**src/rtl/irq_hub_pkg.sv**
```systemverilog
package irq_hub_pkg;
  localparam int NSRC   = 32;
  localparam int REG_AW = 4;

  localparam logic [3:0] OFS_STAT   = 4'h0;
  localparam logic [3:0] OFS_EN     = 4'h2;
  localparam logic [3:0] OFS_CRIT   = 4'h3;
  localparam logic [3:0] OFS_POL    = 4'h4;
  localparam logic [3:0] OFS_TRIG   = 4'h5;
  localparam logic [3:0] OFS_MASKED = 4'h6;
endpackage

```
**src/rtl/irq_hub_sync.sv**
```systemverilog
module irq_hub_sync #(
  parameter int W      = 32,
  parameter int STAGES = 2
) (
  input  logic         clk_i,
  input  logic         rst_ni,
  input  logic [W-1:0] d_i,
  output logic [W-1:0] q_o,
  output logic [W-1:0] prev_o
);
  logic [STAGES-1:0][W-1:0] pipe_q;
  logic [W-1:0]             prev_q;

  always_ff @(posedge clk_i) begin
    if (!rst_ni) begin
      pipe_q <= '0;
      prev_q <= '0;
    end else begin
      pipe_q[0] <= d_i;
      for (int k = 1; k < STAGES; k++) pipe_q[k] <= pipe_q[k-1];
      prev_q <= pipe_q[STAGES-1];
    end
  end

  assign q_o    = pipe_q[STAGES-1];
  assign prev_o = prev_q;
endmodule

```
**src/rtl/irq_hub_detect.sv**
```systemverilog
module irq_hub_detect #(
  parameter int W = 32
) (
  input  logic [W-1:0] sync_i,
  input  logic [W-1:0] prev_i,
  input  logic [W-1:0] trig_i,
  input  logic [W-1:0] pol_i,
  output logic [W-1:0] set_o
);
  genvar g;
  for (g = 0; g < W; g++) begin : g_src
    logic rise, fall, edge_hit, lvl_act;
    assign rise     = sync_i[g] & ~prev_i[g];
    assign fall     = ~sync_i[g] & prev_i[g];
    assign edge_hit = pol_i[g] ? rise : fall;
    assign lvl_act  = ~(sync_i[g] ^ pol_i[g]);
    assign set_o[g] = trig_i[g] ? edge_hit : lvl_act;
  end
endmodule

```
**src/rtl/irq_hub_regs.sv**
```systemverilog
module irq_hub_regs
  import irq_hub_pkg::*;
#(
  parameter int W  = 32,
  parameter int AW = 4
) (
  input  logic          clk_i,
  input  logic          rst_ni,
  input  logic [AW-1:0] addr_i,
  input  logic          wr_i,
  input  logic          rd_i,
  input  logic [W-1:0]  wdata_i,
  input  logic [W-1:0]  set_i,
  output logic [W-1:0]  rdata_o,
  output logic [W-1:0]  status_o,
  output logic [W-1:0]  enable_o,
  output logic [W-1:0]  crit_o,
  output logic [W-1:0]  pol_o,
  output logic [W-1:0]  trig_o
);
  logic [W-1:0] status_q, enable_q, crit_q, pol_q, trig_q, clr;
  logic hit_stat, hit_en, hit_crit, hit_pol, hit_trig;

  assign hit_stat = wr_i && (addr_i == AW'(OFS_STAT));
  assign hit_en   = wr_i && (addr_i == AW'(OFS_EN));
  assign hit_crit = wr_i && (addr_i == AW'(OFS_CRIT));
  assign hit_pol  = wr_i && (addr_i == AW'(OFS_POL));
  assign hit_trig = wr_i && (addr_i == AW'(OFS_TRIG));
  assign clr      = hit_stat ? wdata_i : '0;

  always_ff @(posedge clk_i) begin
    if (!rst_ni) begin
      status_q <= '0;
      enable_q <= '0;
      crit_q   <= '0;
      pol_q    <= '1;
      trig_q   <= '0;
    end else begin
      status_q <= (status_q & ~clr) | set_i;
      if (hit_en)   enable_q <= wdata_i;
      if (hit_crit) crit_q   <= wdata_i;
      if (hit_pol)  pol_q    <= wdata_i;
      if (hit_trig) trig_q   <= wdata_i;
    end
  end

  always_comb begin
    rdata_o = '0;
    if (rd_i) begin
      case (addr_i)
        AW'(OFS_STAT):   rdata_o = status_q;
        AW'(OFS_EN):     rdata_o = enable_q;
        AW'(OFS_CRIT):   rdata_o = crit_q;
        AW'(OFS_POL):    rdata_o = pol_q;
        AW'(OFS_TRIG):   rdata_o = trig_q;
        AW'(OFS_MASKED): rdata_o = status_q & enable_q;
        default:         rdata_o = '0;
      endcase
    end
  end

  assign status_o = status_q;
  assign enable_o = enable_q;
  assign crit_o   = crit_q;
  assign pol_o    = pol_q;
  assign trig_o   = trig_q;
endmodule

```
**src/rtl/irq_hub_outs.sv**
```systemverilog
module irq_hub_outs #(
  parameter int W = 32
) (
  input  logic         clk_i,
  input  logic         rst_ni,
  input  logic [W-1:0] status_i,
  input  logic [W-1:0] enable_i,
  input  logic [W-1:0] crit_i,
  output logic         noncrit_o,
  output logic         crit_o
);
  logic [W-1:0] masked;
  logic         nc_q, c_q;

  assign masked = status_i & enable_i;

  always_ff @(posedge clk_i) begin
    if (!rst_ni) begin
      nc_q <= 1'b0;
      c_q  <= 1'b0;
    end else begin
      nc_q <= |(masked & ~crit_i);
      c_q  <= |(masked & crit_i);
    end
  end

  assign noncrit_o = nc_q;
  assign crit_o    = c_q;
endmodule

```
**src/rtl/irq_hub32.sv**
```systemverilog
module irq_hub32
  import irq_hub_pkg::*;
#(
  parameter int NS          = NSRC,
  parameter int AW          = REG_AW,
  parameter int SYNC_STAGES = 2
) (
  input  logic          clk_i,
  input  logic          rst_ni,
  input  logic [NS-1:0] irq_src_i,
  input  logic [AW-1:0] reg_addr_i,
  input  logic          reg_wr_i,
  input  logic          reg_rd_i,
  input  logic [NS-1:0] reg_wdata_i,
  output logic [NS-1:0] reg_rdata_o,
  output logic          irq_noncrit_o,
  output logic          irq_crit_o
);
  logic [NS-1:0] sync_q, prev_q, set_v;
  logic [NS-1:0] status_q, enable_q, crit_q, pol_q, trig_q;

  irq_hub_sync #(.W(NS), .STAGES(SYNC_STAGES)) u_sync (
    .clk_i  (clk_i),
    .rst_ni (rst_ni),
    .d_i    (irq_src_i),
    .q_o    (sync_q),
    .prev_o (prev_q)
  );

  irq_hub_detect #(.W(NS)) u_detect (
    .sync_i (sync_q),
    .prev_i (prev_q),
    .trig_i (trig_q),
    .pol_i  (pol_q),
    .set_o  (set_v)
  );

  irq_hub_regs #(.W(NS), .AW(AW)) u_regs (
    .clk_i    (clk_i),
    .rst_ni   (rst_ni),
    .addr_i   (reg_addr_i),
    .wr_i     (reg_wr_i),
    .rd_i     (reg_rd_i),
    .wdata_i  (reg_wdata_i),
    .set_i    (set_v),
    .rdata_o  (reg_rdata_o),
    .status_o (status_q),
    .enable_o (enable_q),
    .crit_o   (crit_q),
    .pol_o    (pol_q),
    .trig_o   (trig_q)
  );

  irq_hub_outs #(.W(NS)) u_outs (
    .clk_i     (clk_i),
    .rst_ni    (rst_ni),
    .status_i  (status_q),
    .enable_i  (enable_q),
    .crit_i    (crit_q),
    .noncrit_o (irq_noncrit_o),
    .crit_o    (irq_crit_o)
  );
endmodule

```
**config.mk**
```make
export PLATFORM = sky130hd
export DESIGN_NAME = irq_hub32
export DESIGN_NICKNAME = d
export VERILOG_FILES = /design/src/rtl/irq_hub_pkg.sv /design/src/rtl/irq_hub_sync.sv /design/src/rtl/irq_hub_detect.sv /design/src/rtl/irq_hub_regs.sv /design/src/rtl/irq_hub_outs.sv /design/src/rtl/irq_hub32.sv
export SDC_FILE = /design/constraint.sdc
export NUM_CORES = 1
export LEC_CHECK = 0
export ABC_CLOCK_PERIOD_IN_PS = 3650
export BUFFER_PORTS_ARGS = -buffer_cell sky130_fd_sc_hd__clkbuf_2
export CELL_PAD_IN_SITES_DETAIL_PLACEMENT = 0
export CELL_PAD_IN_SITES_GLOBAL_PLACEMENT = 1
export CORE_ASPECT_RATIO = 0.75
export CORE_MARGIN = 1
export CORE_UTILIZATION = 40
export DETAILED_ROUTE_END_ITERATION = 10
export PLACE_DENSITY = 0.77
export SKIP_CTS_REPAIR_TIMING = 1
export SYNTH_ARGS = -nofsm -noshare
export SYNTH_HDL_FRONTEND = slang
export SYNTH_SLANG_ARGS = --single-unit
```
**constraint.sdc**
```tcl
create_clock -name clk_i -period 3.65 [get_ports clk_i]
set_input_delay 0.1825 -clock clk_i [delete_from_list [all_inputs] [get_ports clk_i]]
set_output_delay 0.1825 -clock clk_i [all_outputs]
set_load 0.05 [all_outputs]
```
==> key figures, run 1 <==
Global routing
  • Total track usage: between 20 and 30%
  • Pin count of the biggest net entering global routing: around 80
  • First-pass GRT wire length: 53300 um
  • GRT overflow: 0
  • Vias in the first global route: between 8000 and 9000
  • Initial antenna violation count: 0

Layout
  • Commonest non-fill, non-tap cell in the layout: nand2_1
  • Layout area overhead: 21.9%
  • Post-route cell area: between 10000 and 15000 um^2
  • Most frequent cells in the layout: 378 x nand2_1, 258 x dfxtp_1, 157 x a21oi_1
  • Layout cells sized above 1: 12.5%
  • Nets: approximately 1500
  • Non-Filler Instances: approximately 1800
  • Ant. Diodes: 0

STA
  • Min Clock Period, post-route: 2.65 ns
  • Fin worst setup slack: 0.995 ns
  • Hold slack: -0.00642 ns
  • FMAX: around 380 MHz
  • Post-Route Setup TNS: 0 ns
  • RSZ-0062 raised after global routing: no
  • Worst Tran Pin Value: 1.03 ns
  • Slew headroom: a little under a third
  • Final Max Tran Viols: 0
  • Setup-failing EPs final: 0
  • Final hold violations: 3
  • Tcrit/Tclk final: 72.7%
  • Clock Skews: ~0.012 ns

Placed design
  • Post-placement cell count: 1728
  • I/O Buffers: around 110
  • Area after DPL: roughly 12000 um^2
  • Pre-CTS setup slack: 1.05 ns
  • GPL Wtd Cong: ~0.94
  • DPL Wire Length: between 20000 and 25000 um

Min path
  • Min-delay worst type: in2reg

Setup path
  • Slowest CP cell: nor4b_4
  • Critical path required time: 3.47 ns
  • CP Capture Type: primary output
  • Worst-path cell chain: clkbuf_2 > nor4b_4 > buf_4 > a21o_1 > nand2_1 > a21oi_1 > clkbuf_2
  • Worst EP arrival: roughly 2.5 ns
  • Crit Path Max Fanout: 18
  • Crit start category: input pin
  • Worst path most repeated cell: clkbuf_2
  • Critical path class: in2out
  • Max incr delay on CP: 0.97 ns

CTS
  • CTS tree: built
  • Worst-path clk slew: ~0.060 ns
  • Clock latency on the worst-skew pair: roughly 0.53 ns
  • Clk buf depth: 3
  • Num Clock Sinks: 258
  • CTS Buf Count: 27
  • Root buffer cell: clkbuf_16
  • Htree depth: 1

Floorplan
  • Die H: between 100 and 150 um
  • Site row count: 51
  • Floorplan Core Area: ~26000 um^2
  • Die X: around 190 um
  • Full die area: approximately 27000 um^2
  • # IOs: 106
  • Initial Util: roughly two fifths

Routing
  • Post-route DRC: 0
  • WL/cell: 19.2 um
  • DRT iter0 DRCs: between 1000 and 1500
  • Total number of vias: roughly 10000
  • Vias per cell: about 5.5
  • Routed Antenna Nets: 0
  • WL final: roughly 35000 um
  • DR pass1 iterations: 5

Logic synthesis
  • Post-synth net total: 1411
  • Register area share after synthesis: 48.2%
  • EDFF count, synth: 0
  • Mapped Area: around 11000 um^2
  • Yosys warning count: 0
  • Mapped Cells: approximately 1300
  • Top_reg_cell synth: dfxtp_1
  • Distinct cells, synth: 42
  • Syn avg cell area: approximately 8 um^2
  • Synth Register Bits: 258
  • Post-synth ARST share: 0%

Run status
  • Failing checks: negative hold slack
  • Status: complete, but fails checks

Job
  • Max-Cap Viols: 0

Power and ir drop
  • PwrDens: approximately 470 nW/um^2
  • Static Leak: ~5 nW
  • Worst vdd ir: roughly 0.00036 V
  • Total Power: 6.17 mW
[worst max-delay path, delay by kind of cell]
| kind | cells | cell delay, ns |
|---|---|---|
| AND/OR/NAND/NOR | 2 | 1.02 |
| buffers and inverters | 3 | 0.96 |
| AO/OA/AOI/OAI | 2 | 0.29 |
[final cells by class]
class	count	area [um^2]
flip-flops and latches	258	5160
multi-input cells	988	5180
clock inverters	6	90.1
well taps	344	430
clock buffers	40	785
repair buffers	197	1400
inverters	4	17.5
fillers	2524	13100
[path summary, 6_finish.rpt]
path	start	endpoint	slack [ns]	depth (start not counted)
max	reg_addr_i[3]	reg_rdata_o[23]	1.0	7
min	reg_wdata_i[30]	u_regs.crit_o[30]	-0.006	3
max reg2reg	u_regs.status_o[8]	u_outs.noncrit_o	2.15	4
min reg2reg	u_sync.pipe_q[19]	u_sync.q_o[19]	0.43	1
[registers in the layout (all words and copies together), names as in the netlist]
| register | cells |
|---|---|
| u_sync.q_o | 32 |
| u_regs.trig_o | 32 |
| u_regs.enable_o | 32 |
| u_outs.crit_o | 1 |
| u_regs.pol_o | 32 |
| u_sync.prev_o | 32 |
| u_regs.crit_o | 32 |
| u_outs.noncrit_o | 1 |
| u_regs.status_o | 32 |
| u_sync.pipe_q | 32 |
[kinds of logic after synthesis]
group / after synthesis / synth area share, %
buffers and inverters: 93 / 3.68
and+or+nand+nor: 683 / 30.0
muxes: 3 / 0.280
AOI/OAI and AO/OA: 302 / 17.9
DFF: 258 / 48.2
[per-stage QoR]
stage / hold slack, ns / utilization, %
4_1_cts: -0.172 / 47.5
3_5_place_dp: 0.392 / 44.2
5_1_grt: 0.00486 / 50.0
3_3_place_gp: 0.387 / 44.2
2_1_floorplan: 0.306 / -
6_report: -0.00642 / 50.0
[synth_stat cells (26+ instances only)]
cell type,n,area (um^2)
nand2_1,379,1420
nand3_1,96,480
a222oi_1,28,280
nor3_1,34,170
buf_2,26,130
and2_1,101,632
a21o_1,28,210
a21oi_1,157,786
clkbuf_1,54,203
dfxtp_1,258,5160
a31oi_1,37,231
nor2b_1,32,200
[where the power goes]
part           internal (mW)  leakage [nW]  total [mW]  switching, mW
Clock                   1.62         0.425        2.74           1.12
Sequential              2.91          2.10        2.99         0.0819
Combinational          0.180          2.56       0.441          0.261
[per-layer routing]
| layer | share of wire [%] | vias up | global-route usage, % |
|---|---|---|---|
| li1 | - | 4914 | - |
| met1 | 46 | 4797 | 36.7 |
| met2 | 43 | 418 | 38.7 |
| met3 | 8.1 | 50 | 3.66 |
| met4 | 2.0 | 0 | 6.11 |
| met5 | 0 | - | 0 |
Note: power is estimated with default switching activity, not from simulation.
==> inputs of run 2 (changes only) <==
ABC_CLOCK_PERIOD_IN_PS = 2400   (was 3650)
PLACE_DENSITY = 0.8   (was 0.77)
clock period = 2.4 ns   (was 3.65 ns; I/O delays follow)
==> key figures, run 2 (synthesized netlist as in run 1, its figures left out) <==
STA
  • FMAX: 435 MHz
  • Min Clock Period, post-route: roughly 2.3 ns
  • Setup-failing EPs final: 0 (unchanged)
  • Worst Tran Pin Value: 1.34 ns (was 1.03 ns)
  • Final Max Tran Viols: 0 (unchanged)
  • Clock Skews: 0.0149 ns (was 0.0124 ns)
  • Slew headroom: 10.8% (was 31.4%)
  • RSZ-0062 raised after global routing: no (unchanged)
  • Final hold violations: 1 (was 3)
  • Post-Route Setup TNS: 0 ns (unchanged)
  • Hold slack: -0.00603 ns (was -0.00642 ns)
  • Tcrit/Tclk final: 95.9%

Routing
  • Total number of vias: 10300 (was 10200)
  • Post-route DRC: 0 (unchanged)
  • WL/cell: 19.0 um (was 19.2 um)
  • Routed Antenna Nets: 0 (unchanged)
  • Wire length on met1: 16100 um (was 16300 um)
  • Length of routed met3 wiring: 3150 um (was 2870 um)
  • DR pass1 iterations: 8 (was 5)
  • Top routing layer used: met4 (unchanged)
  • Routed wl met2: 15100 um (was 15300 um)
  • DRT iter0 DRCs: 1144 (was 1091)
  • Vias per cell: 5.55 (was 5.54)
  • WL final: 35200 um (about the same)

Floorplan
  • Site row count: 51 (unchanged)
  • Die X: 191 um (unchanged)
  • Die H: 144 um (unchanged)
  • Full die area: 27500 um^2 (unchanged)
  • Floorplan Core Area: 26200 um^2 (unchanged)
  • # IOs: 106 (unchanged)
  • Initial Util: 41.0% (unchanged)

Layout
  • Most frequent cells in the layout: 379 x nand2_1, 258 x dfxtp_1, 157 x a21oi_1 (was 378 x nand2_1, 258 x dfxtp_1, 157 x a21oi_1)
  • Post-route cell area: 13700 um^2 (was 13100 um^2)
  • Nets: 1563 (was 1548)
  • Ant. Diodes: 0 (unchanged)
  • Layout area overhead: 27.4% (was 21.9%)
  • Commonest non-fill, non-tap cell in the layout: nand2_1 (unchanged)
  • Layout cells sized above 1: 13.4% (was 12.5%)
  • Core Util, Final: 52.2% (was 50.0%)

Power and ir drop
  • NetSw: 2.24 mW (was 1.46 mW)
  • Clock power share: 43.8% (was 44.4%)
  • Combinational power share: 7.6% (was 7.2%)
  • Flop pwr share: 48.6% (was 48.5%)
  • PwrDens: 684 nW/um^2 (was 472 nW/um^2)
  • Pint: 7.10 mW (was 4.70 mW)
  • Sw Share: 24.0% (was 23.7%)
  • Static Leak: 5.29 nW (was 5.09 nW)
  • Worst vdd ir: 0.000662 V (was 0.000362 V)

Setup path
  • Max incr delay on CP: 1.02 ns (was 0.97 ns)
  • Worst path top cell family by delay: simple AND/OR/NAND/NOR gates (unchanged)
  • CP Capture Type: primary output (unchanged)
  • Crit start category: input pin (unchanged)
  • Worst path bufs/invs: 2 (was 3)
  • Worst EP arrival: 2.18 ns (was 2.47 ns)
  • Worst-path cell chain: clkbuf_2 > nor2_2 > a22o_1 > a222oi_1 > a21oi_1 > buf_12 (was clkbuf_2 > nor4b_4 > buf_4 > a21o_1 > nand2_1 > a21oi_1 > clkbuf_2)
  • Critical path required time: 2.28 ns (was 3.47 ns)
  • Slowest CP cell: nor2_2 (was nor4b_4)
  • Crit Path Max Fanout: 19 (was 18)
  • Critical path class: in2out (unchanged)

CTS
  • Worst-path clk slew: 0.06 ns (about the same)
  • Clk buf depth: 3 (unchanged)
  • Htree depth: 1 (unchanged)
  • Root buffer cell: clkbuf_16 (unchanged)
  • CTS Buf Count: 26 (was 27)
  • Num Clock Sinks: 258 (unchanged)
  • CTS tree: built (unchanged)
  • Clock latency on the worst-skew pair: 0.54 ns (was 0.53 ns)

Global routing
  • Vias in the first global route: 9147 (was 8968)
  • Initial antenna violation count: 0 (unchanged)
  • Total track usage: 24.9% (was 25.1%)
  • Pin count of the biggest net entering global routing: 56 (was 81)
  • First-pass GRT wire length: 53100 um (was 53300 um)
  • GRT overflow: 0 (unchanged)

Run status
  • Failing checks: negative hold slack (unchanged)
  • Status: complete, but fails checks (unchanged)

Placed design
  • GPL Wtd Cong: 0.892 (was 0.937)
  • Area after DPL: 12200 um^2 (was 11600 um^2)
  • DPL Wire Length: 23000 um (about the same)
  • I/O Buffers: 105 (unchanged)

Job
  • Max-Cap Viols: 0 (unchanged)

Min path
  • Min-delay worst type: in2reg (unchanged)
-- run 2: layout make-up --
class / instances / area [um^2]
multi-input combinational: 988 / 5180
timing repair buffer: 213 / 2010
fill: 2490 / 12500
clock inverter: 6 / 57.6
inverter: 4 / 17.5
clock buffer: 40 / 795
sequential: 258 / 5160
tap: 344 / 430
-- run 2: final timing paths --
check	start	end	slack, ns	cells after the start
hold / removal	rst_ni	u_regs.pol_o[8]	-0.006	2
setup reg to reg	u_regs.crit_o[8]	u_outs.noncrit_o	0.88	3
setup / recovery	reg_addr_i[2]	reg_rdata_o[1]	0.1	6
hold reg to reg	u_sync.pipe_q[12]	u_sync.q_o[12]	0.43	1
-- run 2: worst register-to-register path, delay by kind of cell (launching register included) --
| family | cells | cell delay, ns |
|---|---|---|
| compound gates | 2 | 0.41 |
| flops | 1 | 0.46 |
| simple gates | 1 | 0.47 |
-- run 2: routing by layer --
layer | up-vias | GRT usage [%]
met2 | 467 | 37.2
met1 | 4820 | 36.1
met3 | 59 | 4.30
li1 | 4946 | -
met4 | 0 | 7.71
met5 | - | 0
-- run 2: power by group through the flow --
stage	registers [mW]	clock network [mW]	logic (mW)
after floorplan	4.59	0	0.351
after global placement	4.63	0	0.609
after detailed placement	4.63	0	0.618
after CTS	4.54	4.16	0.622
after global routing	4.56	4.32	0.763
final	4.54	4.09	0.708
-- run 2: stage by stage --
stage / power, mW / hold slack, ns / worst slack, ns / instances
CTS: 9.32 / -0.226 / 0.103 / 1789
floorplan: 4.94 / 0.244 / 0.281 / 1339
finish: 9.34 / -0.00603 / 0.0995 / 1853
global placement: 5.24 / 0.327 / 0.193 / 1743
global route: 9.64 / 0.00775 / 0.0534 / 1853
detailed placement: 5.25 / 0.329 / 0.102 / 1743
